==> config.mk <==
export PLATFORM = sky130hd
export DESIGN_NAME = tccx_channel
export DESIGN_NICKNAME = d
export VERILOG_FILES = /design/src/rtl/tccx_pkg.sv /design/src/rtl/tccx_edge_sync.sv /design/src/rtl/tccx_cfg_regs.sv /design/src/rtl/tccx_oc_gen.sv /design/src/rtl/tccx_channel.sv
export SDC_FILE = /design/constraint.sdc
export NUM_CORES = 1
export LEC_CHECK = 0
export ABC_CLOCK_PERIOD_IN_PS = 2300
export CAP_MARGIN = 30
export CORE_AREA = 10 10 92 94
export DETAILED_ROUTE_END_ITERATION = 7
export DIE_AREA = 0 0 102 104
export PLACE_DENSITY = 0.74
export SYNTH_ARGS = -nofsm -noshare
export SYNTH_HDL_FRONTEND = slang
export SYNTH_SLANG_ARGS = --single-unit
==> constraint.sdc <==
create_clock -name clk -period 2.3 [get_ports clk]
set_clock_uncertainty 0.2 [all_clocks]
set_input_delay 0.46 -clock clk [delete_from_list [all_inputs] [get_ports clk]]
set_output_delay 0.46 -clock clk [all_outputs]
set_load 0.1 [all_outputs]
==> src/rtl/tccx_pkg.sv <==
package tccx_pkg;

  typedef enum logic [1:0] {
    DIR_OUT  = 2'b00,
    DIR_IN   = 2'b01,
    DIR_RSV2 = 2'b10,
    DIR_RSV3 = 2'b11
  } dir_e;

  typedef enum logic [1:0] {
    OM_INACT = 2'b00,
    OM_FORCE = 2'b01,
    OM_PWM1  = 2'b10,
    OM_PWM2  = 2'b11
  } omode_e;

  localparam logic [1:0] A_MODE = 2'd0;
  localparam logic [1:0] A_CTRL = 2'd1;
  localparam logic [1:0] A_CMP  = 2'd2;
  localparam logic [1:0] A_ACT  = 2'd3;

  localparam int MAX_W = 32;

  // Raw compare result for the selected output mode, before polarity.
  function automatic logic pwm_active(omode_e m, logic [MAX_W-1:0] cnt,
                                      logic [MAX_W-1:0] cmp);
    case (m)
      OM_INACT: return 1'b0;
      OM_FORCE: return 1'b1;
      OM_PWM1:  return cnt < cmp;
      default:  return cnt >= cmp;
    endcase
  endfunction

  // Edge qualification from the {np,p} pair.
  function automatic logic edge_hit(logic np, logic p, logic rise, logic fall);
    case ({np, p})
      2'b01:   return fall;
      2'b11:   return rise | fall;
      default: return rise;
    endcase
  endfunction

  function automatic logic is_pwm(omode_e m);
    return (m == OM_PWM1) || (m == OM_PWM2);
  endfunction

endpackage

==> src/rtl/tccx_edge_sync.sv <==
module tccx_edge_sync #(
  parameter int STAGES = 2
) (
  input  logic clk,
  input  logic rst_n,
  input  logic din,
  output logic rise,
  output logic fall
);
  localparam int LAST = STAGES - 1;

  logic [STAGES:0] sh_q;

  generate
    for (genvar i = 0; i <= STAGES; i++) begin : g_stage
      if (i == 0) begin : g_first
        always_ff @(posedge clk or negedge rst_n) begin
          if (!rst_n) sh_q[0] <= 1'b0;
          else        sh_q[0] <= din;
        end
      end else begin : g_next
        always_ff @(posedge clk or negedge rst_n) begin
          if (!rst_n) sh_q[i] <= 1'b0;
          else        sh_q[i] <= sh_q[i-1];
        end
      end
    end
  endgenerate

  assign rise = sh_q[LAST] & ~sh_q[STAGES];
  assign fall = ~sh_q[LAST] & sh_q[STAGES];
endmodule

==> src/rtl/tccx_cfg_regs.sv <==
module tccx_cfg_regs
  import tccx_pkg::*;
#(
  parameter int CNT_W = 16
) (
  input  logic             clk,
  input  logic             rst_n,
  input  logic             reg_wr,
  input  logic [1:0]       reg_addr,
  input  logic [CNT_W-1:0] reg_wdata,
  output logic [CNT_W-1:0] reg_rdata,
  input  logic [CNT_W-1:0] cnt_val,
  input  logic             upd_evt,
  input  logic             cap_evt,
  output dir_e             dir,
  output omode_e           omode,
  output logic             fast_en,
  output logic             pre_en,
  output logic             en,
  output logic             pol_p,
  output logic             pol_np,
  output logic             cap_flag,
  output logic [CNT_W-1:0] cmp_act,
  output logic [CNT_W-1:0] cmp_shd
);
  logic wr_mode, wr_ctrl, wr_cmp;
  logic np_raw;

  assign wr_mode = reg_wr && (reg_addr == A_MODE);
  assign wr_ctrl = reg_wr && (reg_addr == A_CTRL);
  assign wr_cmp  = reg_wr && (reg_addr == A_CMP);

  // MODE register; direction locked while enabled
  always_ff @(posedge clk or negedge rst_n) begin
    if (!rst_n) begin
      dir     <= DIR_OUT;
      fast_en <= 1'b0;
      pre_en  <= 1'b0;
      omode   <= OM_INACT;
    end else if (wr_mode) begin
      if (!en) dir <= dir_e'(reg_wdata[1:0]);
      fast_en <= reg_wdata[2];
      pre_en  <= reg_wdata[3];
      omode   <= omode_e'(reg_wdata[5:4]);
    end
  end

  // CTRL register and capture flag
  always_ff @(posedge clk or negedge rst_n) begin
    if (!rst_n) begin
      en       <= 1'b0;
      pol_p    <= 1'b0;
      np_raw   <= 1'b0;
      cap_flag <= 1'b0;
    end else begin
      if (wr_ctrl) begin
        en     <= reg_wdata[0];
        pol_p  <= reg_wdata[1];
        np_raw <= reg_wdata[2];
        if (reg_wdata[3]) cap_flag <= 1'b0;
      end
      if (cap_evt) cap_flag <= 1'b1;
    end
  end

  assign pol_np = (dir == DIR_IN) & np_raw;

  // Compare shadow / active pair
  always_ff @(posedge clk or negedge rst_n) begin
    if (!rst_n) begin
      cmp_act <= '0;
      cmp_shd <= '0;
    end else if (cap_evt) begin
      cmp_act <= cnt_val;
      cmp_shd <= cnt_val;
    end else begin
      if (wr_cmp) begin
        cmp_shd <= reg_wdata;
        if (!pre_en) cmp_act <= reg_wdata;
      end
      if (upd_evt && pre_en) cmp_act <= cmp_shd;
    end
  end

  always_comb begin
    reg_rdata = '0;
    case (reg_addr)
      A_MODE: reg_rdata[5:0] = {omode, pre_en, fast_en, dir};
      A_CTRL: reg_rdata[3:0] = {cap_flag, pol_np, pol_p, en};
      A_CMP:  reg_rdata      = pre_en ? cmp_shd : cmp_act;
      default: reg_rdata     = cmp_act;
    endcase
  end
endmodule

==> src/rtl/tccx_oc_gen.sv <==
module tccx_oc_gen
  import tccx_pkg::*;
#(
  parameter int CNT_W = 16
) (
  input  logic             clk,
  input  logic             rst_n,
  input  logic             drive_en,
  input  omode_e           omode,
  input  logic             pol_p,
  input  logic [CNT_W-1:0] cnt_val,
  input  logic [CNT_W-1:0] cmp_act,
  input  logic             trig_evt,
  input  logic             upd_evt,
  output logic             ch_out
);
  logic force_q;
  logic level;

  always_ff @(posedge clk or negedge rst_n) begin
    if (!rst_n)        force_q <= 1'b0;
    else if (trig_evt) force_q <= 1'b1;
    else if (upd_evt || !drive_en) force_q <= 1'b0;
  end

  assign level = pwm_active(omode, MAX_W'(cnt_val), MAX_W'(cmp_act))
               | trig_evt | (force_q & ~upd_evt);

  always_ff @(posedge clk or negedge rst_n) begin
    if (!rst_n) ch_out <= 1'b0;
    else        ch_out <= drive_en & (level ^ pol_p);
  end
endmodule

==> src/rtl/tccx_channel.sv <==
module tccx_channel
  import tccx_pkg::*;
#(
  parameter int CNT_W     = 16,
  parameter int SYNC_DEPTH = 2
) (
  input  logic             clk,
  input  logic             rst_n,
  input  logic             reg_wr,
  input  logic [1:0]       reg_addr,
  input  logic [CNT_W-1:0] reg_wdata,
  output logic [CNT_W-1:0] reg_rdata,
  input  logic [CNT_W-1:0] cnt_val,
  input  logic             upd_evt,
  input  logic             trig_in,
  input  logic             cap_in,
  output logic             ch_out
);
  dir_e             dir_w;
  omode_e           omode_w;
  logic             fast_w, pre_w, en_w, pol_p_w, pol_np_w, flag_w;
  logic [CNT_W-1:0] cmp_act_w, cmp_shd_w;
  logic             trig_rise, trig_fall_unused;
  logic             cap_rise, cap_fall;
  logic             trig_evt, cap_evt, out_drive;

  tccx_edge_sync #(.STAGES(SYNC_DEPTH)) u_trig_sync (
    .clk(clk), .rst_n(rst_n), .din(trig_in),
    .rise(trig_rise), .fall(trig_fall_unused)
  );

  tccx_edge_sync #(.STAGES(SYNC_DEPTH)) u_cap_sync (
    .clk(clk), .rst_n(rst_n), .din(cap_in),
    .rise(cap_rise), .fall(cap_fall)
  );

  assign out_drive = en_w && (dir_w == DIR_OUT);
  assign trig_evt  = out_drive && fast_w && is_pwm(omode_w) && trig_rise;
  assign cap_evt   = en_w && (dir_w == DIR_IN)
                   && edge_hit(pol_np_w, pol_p_w, cap_rise, cap_fall);

  tccx_cfg_regs #(.CNT_W(CNT_W)) u_regs (
    .clk(clk), .rst_n(rst_n),
    .reg_wr(reg_wr), .reg_addr(reg_addr), .reg_wdata(reg_wdata),
    .reg_rdata(reg_rdata), .cnt_val(cnt_val), .upd_evt(upd_evt),
    .cap_evt(cap_evt), .dir(dir_w), .omode(omode_w), .fast_en(fast_w),
    .pre_en(pre_w), .en(en_w), .pol_p(pol_p_w), .pol_np(pol_np_w),
    .cap_flag(flag_w), .cmp_act(cmp_act_w), .cmp_shd(cmp_shd_w)
  );

  tccx_oc_gen #(.CNT_W(CNT_W)) u_oc (
    .clk(clk), .rst_n(rst_n), .drive_en(out_drive), .omode(omode_w),
    .pol_p(pol_p_w), .cnt_val(cnt_val), .cmp_act(cmp_act_w),
    .trig_evt(trig_evt), .upd_evt(upd_evt), .ch_out(ch_out)
  );
endmodule

==> qor.yml, run 1 <==
clkSinkCount: 50
fmax_ghz: 0.375
avgSynthCellArea_um2: 8.64
worstMarginPinSlew_ns: 0.505
area_delta_synth_final_pct: 81.4
clk_pin_slew_ns: 0.10
crit_slowest_cell: "a2111o_1"
grt-ovfl-total: 0
io_buffer_count: 56
synth_simple_gate_area_share_pct: 20.1
antenna_found_initial: 0
total_power_mw: 5.28
endpoint_kind: "flop"
maxCapViolations: 0
synthFlopType: "dfrtp_1"
yosys-mux-area-fraction_pct: 5.71
antenna_cells: 0
setup_ws_ns: -0.369
grt_pass1_vias: 3840
grt_pass1_wl_um: 20300
cp_max_fo: 4
whs_ns: 0.164
yosys.area_share.adder_pct: 7.24
clock-root-buffer: "clkbuf_8"
cts_tree: "yes"
hold_viol: 0
path_common_cell: "mux2_4"
post_synth_inst_count: 360
p_per_area_mw_per_mm2: 935
pin_count: 57
synth.ff_latch_count: 50
drc: 0
startpoint_type: "input pin"
first_pass_iters: 6
cts_made_buffers: 5
peakVddDrop_mv: 0.685
crit_arrival_ns: 2.69
wl_per_cell_um: 26.3
fp.dieW_um: 102
synth-edff-count: 0
drive_gt1_share_pct: 48.7
status: "finished with violations"
violations: "negative setup slack"
std_cell_rows: 30
clkLatencyLatePin_ns: 0.32
grt_util_all_layers_pct: 24.0
slew_violations: 0
synth_top_family_by_area: "compound AO/OA/AOI/OAI gates"
initial_utilization_pct: 46.6
final.setup.tns_ns: -6.91
grt_setup_unrepaired: "yes"
hp-class: "flop to flop"
slew_headroom_pct: 66.3
core_area_mm2: 0.00668
ant_nets: 0
syn-cell-area_mm2: 0.00311
worstSetupPathType: "input pin to flop"
fillers: 323
dieArea_mm2: 0.0106
nNetsFinal: 540
final_common_cell: "nand2_1"
leakage_nw: 2.53
synth_compound_area_share_pct: 20.5
syn-num-nets: 418
worstPathCellList: "dlygate4sd2_1 -> ha_4 -> nand4_1 -> nor2_1 -> a2111o_1 -> nor3_2 -> mux2_4 -> mux2_4"
vias: 3761
cp.required_ns: 2.32
grt_max_degree: 32
h-tree-depth: 2
dpl.hpwl_um: 7220
synth_xor_area_share_pct: 0
drt_iter0_drc: 397
final_cell_mix: "nand2_1 (57), buf_4 (54), dfrtp_1 (49)"
fin_cells: 563
viasPerCell: 6.68
fp.dieH_um: 104
seq_area_frac_synth_pct: 40.2
crit_path_max_incr_delay_ns: 0.39
gp_congestion: 0.838
setup_viol: 49
ys_async_sr_fraction_pct: 100
fin_crit_sh_pct: 116
ys_types: 42
yosysWarnings: 0
placed_cells: 521
totalWireLength_um: 14800
fin_crit_ns: 2.67
final_core_util_pct: 84.5
max-clock-path-buffers: 2
-- final timing paths --
| kind | start | end | slack (ns) | depth (start not counted) |
|---|---|---|---|---|
| setup / recovery | cnt_val[13] | u_oc.ch_out | -0.37 | 8 |
| hold / removal | u_trig_sync.sh_q[0] | u_trig_sync.sh_q[1] | 0.16 | 0 |
| setup reg to reg | u_regs.cmp_act[15] | u_oc.ch_out | -0.36 | 8 |
| hold reg to reg | u_trig_sync.sh_q[0] | u_trig_sync.sh_q[1] | 0.16 | 0 |
| max in group asynchronous | rst_n | u_regs.cmp_act[10] | 0.91 | 3 |
| min in group asynchronous | rst_n | u_cap_sync.sh_q[0] | 0.43 | 2 |
-- metrics by stage --
step                area (um2)  worst slack [ns]
detailed placement        4550            -0.695
global placement          4550            -0.645
CTS                       5320            -0.135
floorplan                 3400           -0.0150
finish                    5640            -0.369
global route              5640            -0.456
-- layout make-up --
cell class / count / area [um2] / area share, %
Multi-Input combinational cell: 262 / 2520 / 44.7
Tap cell: 80 / 100 / 1.77
Inverter: 26 / 97.6 / 1.73
Timing Repair Buffer: 137 / 1570 / 27.8
Sequential cell: 50 / 1250 / 22.2
Clock buffer: 6 / 82.6 / 1.46
Clock inverter: 2 / 16.3 / 0.288
-- kinds of logic after synthesis --
logic type      after synthesis
mux                          14
buf+inv                      48
compound gates               88
simple gates                142
fa+ha+maj                    18
flops                        50
-- worst max-delay path: cells and delay by family --
kind | cells | cell delay, ns
fa+ha+maj | 1 | 0.26
simple gates | 3 | 0.61
compound gates | 1 | 0.39
mux | 2 | 0.64
buf+inv | 1 | 0.30
-- synthesized netlist by cell type (all sizes together), types with 2 or more instances --
cell type / number / area [um2]
nand3: 23 / 115
a21boi: 11 / 82.6
nand4: 4 / 25.0
nand2b: 2 / 12.5
nor2b: 5 / 31.3
a21o: 16 / 120
nand3b: 2 / 15.0
mux4: 2 / 45.0
a221o: 2 / 20.0
a31oi: 15 / 93.8
a21oi: 9 / 45.0
clkbuf: 14 / 52.6
nor2: 22 / 85.1
a311oi: 15 / 131
inv: 26 / 97.6
mux2: 10 / 113
ha: 18 / 225
nand2: 77 / 289
o21ai: 11 / 55.1
mux2i: 2 / 20.0
buf: 8 / 41.3
dfrtp: 50 / 1250
o21a: 2 / 15.0
-- per-layer routing --
| layer | share of wire, % | wire length (um) | GRT usage [%] | vias up |
|---|---|---|---|---|
| met5 | 0 | 0 | 0 | - |
| met4 | 7.1 | 1050 | 13.1 | 0 |
| met3 | 9.5 | 1400 | 5.12 | 105 |
| met2 | 49 | 7200 | 39.4 | 292 |
| met1 | 35 | 5150 | 28.2 | 1840 |
| li1 | - | - | - | 1524 |
-- report_power, final --
part           internal, mW  switching, mW
clock network         0.249          0.336
logic                  1.46           1.80
registers              1.14          0.294
-- sequential cells by signal (all words and copies together), names as in the netlist, 2 cells and up --
| name | flops |
|---|---|
| u_regs.cmp_act | 16 |
| u_regs.cmp_shd | 16 |
| u_trig_sync.sh_q | 3 |
| u_regs.dir | 2 |
| u_cap_sync.sh_q | 3 |
| u_regs.omode | 2 |
-- repair_timing --
action / CTS / global route
resized for setup: 120 / 60
pin swaps: 32 / 24
hold endpoints to repair: 19 / 0
hold buffers: 1 / 0
cloned: 6 / 3
setup buffers: 18 / 12
endpoints found under the setup margin: 33 / 48
(Power assumes the default switching activity.)
==> run 2: changes to the inputs <==
- CORE_AREA: 10 10 92 94 -> 10 10 91 93
- CTS_BUF_LIST: not set -> sky130_fd_sc_hd__clkbuf_2
- DIE_AREA: 0 0 102 104 -> 0 0 101 103
- PLACE_DENSITY: 0.74 -> 0.75
==> qor.yml, run 2 (synthesized netlist as in run 1, its figures left out) <==
status: "finished with violations"
violations: "negative setup slack"
place_area_mm2: 0.00459  # +0.82%
viasPerCell: 6.82  # +2.2%
whs_ns: 0.180  # +0.0164 ns
critPathCapture: "reg_rdata[0]"
maxCapViolations: 0  # unchanged
clock-root-buffer: "clkbuf_2"
initial_utilization_pct: 47.4  # +0.80 points
p_int_mw: 2.92  # +2.6%
worstMarginPinSlew_ns: 0.556  # +0.0508 ns
seqPwrFrac_pct: 26.7  # -0.6 points
grt_util_all_layers_pct: 25.5  # +1.5 points
cts_tree: "yes"
drc: 0  # unchanged
total_power_mw: 5.36  # +1.6%
leakage_nw: 2.61  # +3.3%
pwr-share-clk_pct: 11.5  # +0.4 points
std_cell_rows: 30  # unchanged
grt_max_degree: 30  # -6.3%
clk_pin_slew_ns: 0.27  # +0.17 ns
setup_viol: 48  # -2.0%
setup_ws_ns: -0.387  # -0.0181 ns
h-tree-depth: 2  # unchanged
gp_congestion: 0.828  # -1.2%
cp.required_ns: 1.64  # -0.68 ns
final_cell_mix: "nand2_1 (67), buf_4 (61), dfrtp_1 (49)"
final_common_cell: "nand2_1"
p_sw_mw: 2.44  # +0.50%
cp_max_fo: 5  # +1
fin_crit_ns: 2.69  # +0.0181 ns
fin_crit_sh_pct: 117  # +0.79 points
fmax_ghz: 0.372  # -0.67%
pin_count: 57  # unchanged
dpl.hpwl_um: 7340  # +1.7%
max-clock-path-buffers: 2  # unchanged
reg.largest.list: "u_regs.cmp_act: 16 flops, u_regs.cmp_shd: 16 flops"
timing.rr.end: "u_oc.ch_out"
final_area_mm2: 0.00570  # +1.0%
antenna_found_initial: 0  # unchanged
grt_pass1_vias: 3845  # +0.13%
p_per_area_mw_per_mm2: 941  # +0.63%
startpoint_type: "flop"
fp.dieW_um: 101  # -0.98%
final_core_util_pct: 86.8  # +2.3 points
vias: 3931  # +4.5%
switching_share_pct: 45.5  # -0.51 points
cts_made_buffers: 5  # unchanged
hold_viol: 0  # unchanged
fin_cells: 576  # +2.3%
first_pass_iters: 8  # +2
grt_pass1_wl_um: 20600  # +1.1%
slew_headroom_pct: 62.9  # -3.4 points
grt-ovfl-total: 0  # unchanged
fp.dieH_um: 103  # -0.96%
clkLatencyLatePin_ns: 0.46  # +0.14 ns
pre_cts_ws_ns: -0.727  # -0.0319 ns
final.setup.tns_ns: -9.39  # -2.47 ns
worstSetupPathType: "flop to output pin"
grt_setup_unrepaired: "yes"
ant_nets: 0  # unchanged
r2r_start: "u_regs.cmp_act[11]"
comb_power_share_pct: 61.8  # about the same
totalWireLength_um: 16000  # +7.8%
crit_arrival_ns: 2.03  # -0.66 ns
startpoint: "u_regs.pre_en"
drt_iter0_drc: 484  # +22%
clkSinkCount: 50  # unchanged
slew_violations: 0  # unchanged
drive_gt1_share_pct: 46.0  # -2.7 points
endpoint_kind: "output pin"
core_area_mm2: 0.00657  # -1.7%
nNetsFinal: 553  # +2.4%
dieArea_mm2: 0.0104  # -1.9%
reg2reg_depth: 8  # unchanged
antenna_cells: 0  # unchanged
io_buffer_count: 56  # unchanged
placed_cells: 530  # +1.7%
wl_per_cell_um: 27.7  # +5.4%
hp-class: "input pin to flop"
peakVddDrop_mv: 0.806  # +18%
reg2reg_slack_ns: -0.31  # +0.05 ns
area_delta_synth_final_pct: 83.2
-- run 2: cell types whose count changed in the layout (fill, tap and decap cells not counted), moves of 3 or more --
cell             before  now
a21oi_1               5    8
a31oi_1               5    9
a31oi_2               4    1
buf_12               27   22
buf_16                0    6
buf_4                54   61
buf_6                 8   15
clkbuf_2              0    5
clkbuf_8              6    0
clkdlybuf4s50_1      20   25
dlygate4sd2_1        15   10
nand2_1              57   67
nand2_2               8    0
-- run 2: metal layers --
layer	global-route usage [%]	share of wire (%)	up-vias
met5	0	0	-
met4	15.1	7.1	0
met3	5.83	11	125
met2	42.3	46	382
met1	29.4	36	1879
li1	-	-	1545
-- run 2: layout make-up --
class                   instances  area [um2]
clock buffers                   5        25.0
inverters                      26        97.6
flip-flops and latches         50        1250
fillers                       286         868
well taps                      80         100
clock inverters                 3        68.8
multi-input cells             262        2430
repair buffers                150        1730
-- run 2: timing repair --
| action | in CTS | in global routing |
|---|---|---|
| resized for setup | 79 | 72 |
| cloned | 8 | 2 |
| hold endpoints to repair | 21 | 0 |
| setup endpoints to repair | 32 | 48 |
| buffers inserted | 18 | 12 |
| hold buffers | 1 | 0 |
| pin swaps | 25 | 40 |
-- run 2: how the worst min path moves through the flow --
stage / startpoint / endpoint / slack, ns / depth (start not counted)
floorplan: rst_n / u_cap_sync.sh_q[0] / -0.04 / 0
CTS: trig_in / u_trig_sync.sh_q[0] / 0.19 / 1
detailed placement: u_cap_sync.sh_q[0] / u_cap_sync.sh_q[1] / 0.14 / 0
global route: trig_in / u_trig_sync.sh_q[0] / 0.17 / 1
global placement: u_trig_sync.sh_q[0] / u_trig_sync.sh_q[1] / 0.13 / 0
finish: cnt_val[7] / u_regs.cmp_shd[7] / 0.18 / 3
-- run 2: critical path, stage by stage (launching register included) --
cell and delay, ns:
dfrtp_2 0.55, mux2_4 0.32, mux4_2 0.52, buf_12 0.19
-- run 2: power by group through the flow --
stage          registers, mW  logic, mW  clock network (mW)
3_3_place_gp            1.34       2.48                   0
5_1_grt                 1.46       3.45               0.641
2_1_floorplan           1.34       1.55                   0
3_5_place_dp            1.36       2.57                   0
4_1_cts                 1.35       2.90               0.609
6_report                1.43       3.32               0.614
==> run 3: changes to the inputs <==
- MAX_ROUTING_LAYER: not set -> met4
==> qor.yml, run 3 (synthesized netlist as in run 1, its figures left out) <==
setup_viol: 39  # -19%
totalWireLength_um: 16300  # +2.3%
crit_slowest_cell: "dfrtp_2"
grt_util_all_layers_pct: 25.7  # +0.26 points
fin_crit_sh_pct: 119  # +2.5 points
cp_max_fo: 7  # +2
antenna_cells: 0  # unchanged
comb_power_share_pct: 61.7  # about the same
drc: 0  # unchanged
endpoint_kind: "output pin"
reg.largest.list: "u_regs.cmp_act: 16 flops, u_regs.cmp_shd: 16 flops"
wl_met1_um: 5580  # -2.0%
gp_congestion: 0.841  # +1.5%
wl_met2_um: 7700  # +4.1%
fp.dieW_um: 101  # unchanged
clkSinkCount: 50  # unchanged
std_cell_rows: 30  # unchanged
grt_pass1_vias: 3859  # +0.36%
area_delta_synth_final_pct: 82.3
crit_path_max_incr_delay_ns: 0.55  # about the same
reg2reg_depth: 8  # unchanged
whs_ns: 0.168  # -0.0121 ns
startpoint: "u_regs.pre_en"
grt_pass1_wl_um: 20200  # -1.6%
slew_violations: 0  # unchanged
antenna_found_initial: 0  # unchanged
worstPathCellList: "buf_6 -> nor2b_4 -> buf_12 -> nand2_4 -> a21boi_4 -> buf_12"
drive_gt1_share_pct: 45.3  # -0.64 points
leakage_nw: 2.59  # -0.82%
startpoint_type: "flop"
critPathCapture: "reg_rdata[8]"
grt_setup_unrepaired: "yes"
path_common_cell: "buf_12"
violations: "negative setup slack"
worstSetupPathType: "flop to output pin"
grt-ovfl-total: 0  # unchanged
maxUsedRoutingLayer: "met4"
maxCapViolations: 0  # unchanged
grt_max_degree: 30  # unchanged
status: "finished with violations"
reg2reg_slack_ns: -0.34  # -0.03 ns
fillers: 294  # +2.8%
io_buffer_count: 56  # unchanged
seqPwrFrac_pct: 26.7  # about the same
wl_met3_um: 1800  # +4.2%
p_per_area_mw_per_mm2: 953  # +1.3%
final_common_cell: "nand2_1"
fmax_ghz: 0.364  # -2.1%
timing.rr.end: "u_oc.ch_out"
clk_pin_slew_ns: 0.31  # +0.04 ns
wl_per_cell_um: 28.5  # +3.0%
setup_ws_ns: -0.444  # -0.0570 ns
p_sw_mw: 2.48  # +1.8%
dpl.hpwl_um: 7340  # unchanged
clock-root-buffer: "clkbuf_2"
fp.dieH_um: 103  # unchanged
slew_headroom_pct: 60.8  # -2.1 points
initial_utilization_pct: 47.4  # unchanged
vias: 3965  # +0.86%
cp.required_ns: 1.64  # about the same
hold_viol: 0  # unchanged
r2r_start: "u_regs.cmp_act[14]"
hp-class: "input pin to flop"
drt_iter0_drc: 447  # -7.6%
final_cell_mix: "nand2_1 (66), buf_4 (57), dfrtp_1 (49)"
pin_count: 57  # unchanged
peakVddDrop_mv: 0.799  # -0.85%
crit_arrival_ns: 2.08  # +0.05 ns
nNetsFinal: 549  # -0.72%
clkLatencyLatePin_ns: 0.48  # +0.02 ns
p_int_mw: 2.92  # about the same
core_area_mm2: 0.00657  # unchanged
first_pass_iters: 8  # unchanged
switching_share_pct: 45.9  # +0.45 points
viasPerCell: 6.93  # +1.6%
cts_made_buffers: 5  # unchanged
ant_nets: 0  # unchanged
max-clock-path-buffers: 2  # unchanged
fin_crit_ns: 2.74  # +0.0570 ns
total_power_mw: 5.41  # +0.75%
worstMarginPinSlew_ns: 0.588  # +0.0322 ns
pwr-share-clk_pct: 11.6  # about the same
h-tree-depth: 2  # unchanged
cts_tree: "yes"
dieArea_mm2: 0.0104  # unchanged
==> run 3: per-layer routing <==
layer / track usage [%] / vias up
met5: - / -
met2: 41.9 / 377
met1: 29.2 / 1910
li1: - / 1540
met4: 15.6 / 0
met3: 4.29 / 138
==> run 3: worst min path at each step <==
stage | to | start | depth (start not counted) | slack [ns]
6_report | u_regs.cmp_shd[7] | cnt_val[7] | 3 | 0.17
5_1_grt | u_regs.cmp_shd[7] | cnt_val[7] | 3 | 0.13
4_1_cts | u_trig_sync.sh_q[0] | trig_in | 1 | 0.19
3_5_place_dp | u_cap_sync.sh_q[1] | u_cap_sync.sh_q[0] | 0 | 0.14
3_3_place_gp | u_trig_sync.sh_q[1] | u_trig_sync.sh_q[0] | 0 | 0.13
2_1_floorplan | u_cap_sync.sh_q[0] | rst_n | 0 | -0.04
==> run 3: layout make-up <==
cell class / count / area (um2) / share of cell area, %
inverters: 26 / 97.6 / 1.72
flip-flops and latches: 50 / 1250 / 22.1
well taps: 80 / 100 / 1.76
multi-input cells: 262 / 2430 / 42.8
repair buffers: 146 / 1700 / 30.0
clock buffers: 5 / 25.0 / 0.441
clock inverters: 3 / 68.8 / 1.21
==> run 3: timing repair <==
item / CTS / global route
hold buffers: 1 / 0
cloned: 8 / 2
buffers inserted: 18 / 8
resized for setup: 79 / 71
endpoints found under the setup margin: 32 / 48
pin swaps: 25 / 37
hold endpoints to repair: 21 / 0
==> run 3: through the flow <==
stage	setup slack, ns	setup TNS [ns]	cells	util [%]	area, um2
finish	-0.444	-8.22	572	86.3	5670
global route	-0.485	-10.11	572	86.3	5670
CTS	-0.337	-4.71	565	80.9	5310
detailed placement	-0.727	-7.88	530	69.8	4590
global placement	-0.656	-13.75	529	69.4	4560
floorplan	-0.0150	-0.0150	360	-	3400
==> run 3: power groups by stage <==
| stage | clock network, mW | registers, mW | logic (mW) |
|---|---|---|---|
| floorplan | 0 | 1.34 | 1.55 |
| global placement | 0 | 1.34 | 2.48 |
| detailed placement | 0 | 1.36 | 2.57 |
| CTS | 0.609 | 1.35 | 2.90 |
| global route | 0.665 | 1.46 | 3.46 |
| finish | 0.627 | 1.44 | 3.34 |
==> run 3: critical path, delay by kind of cell (launching register included) <==
family                 cells  cell delay (ns)
buffers and inverters      3             0.54
AOI/OAI and AO/OA          1             0.21
DFF                        1             0.55
and+or+nand+nor            2             0.29
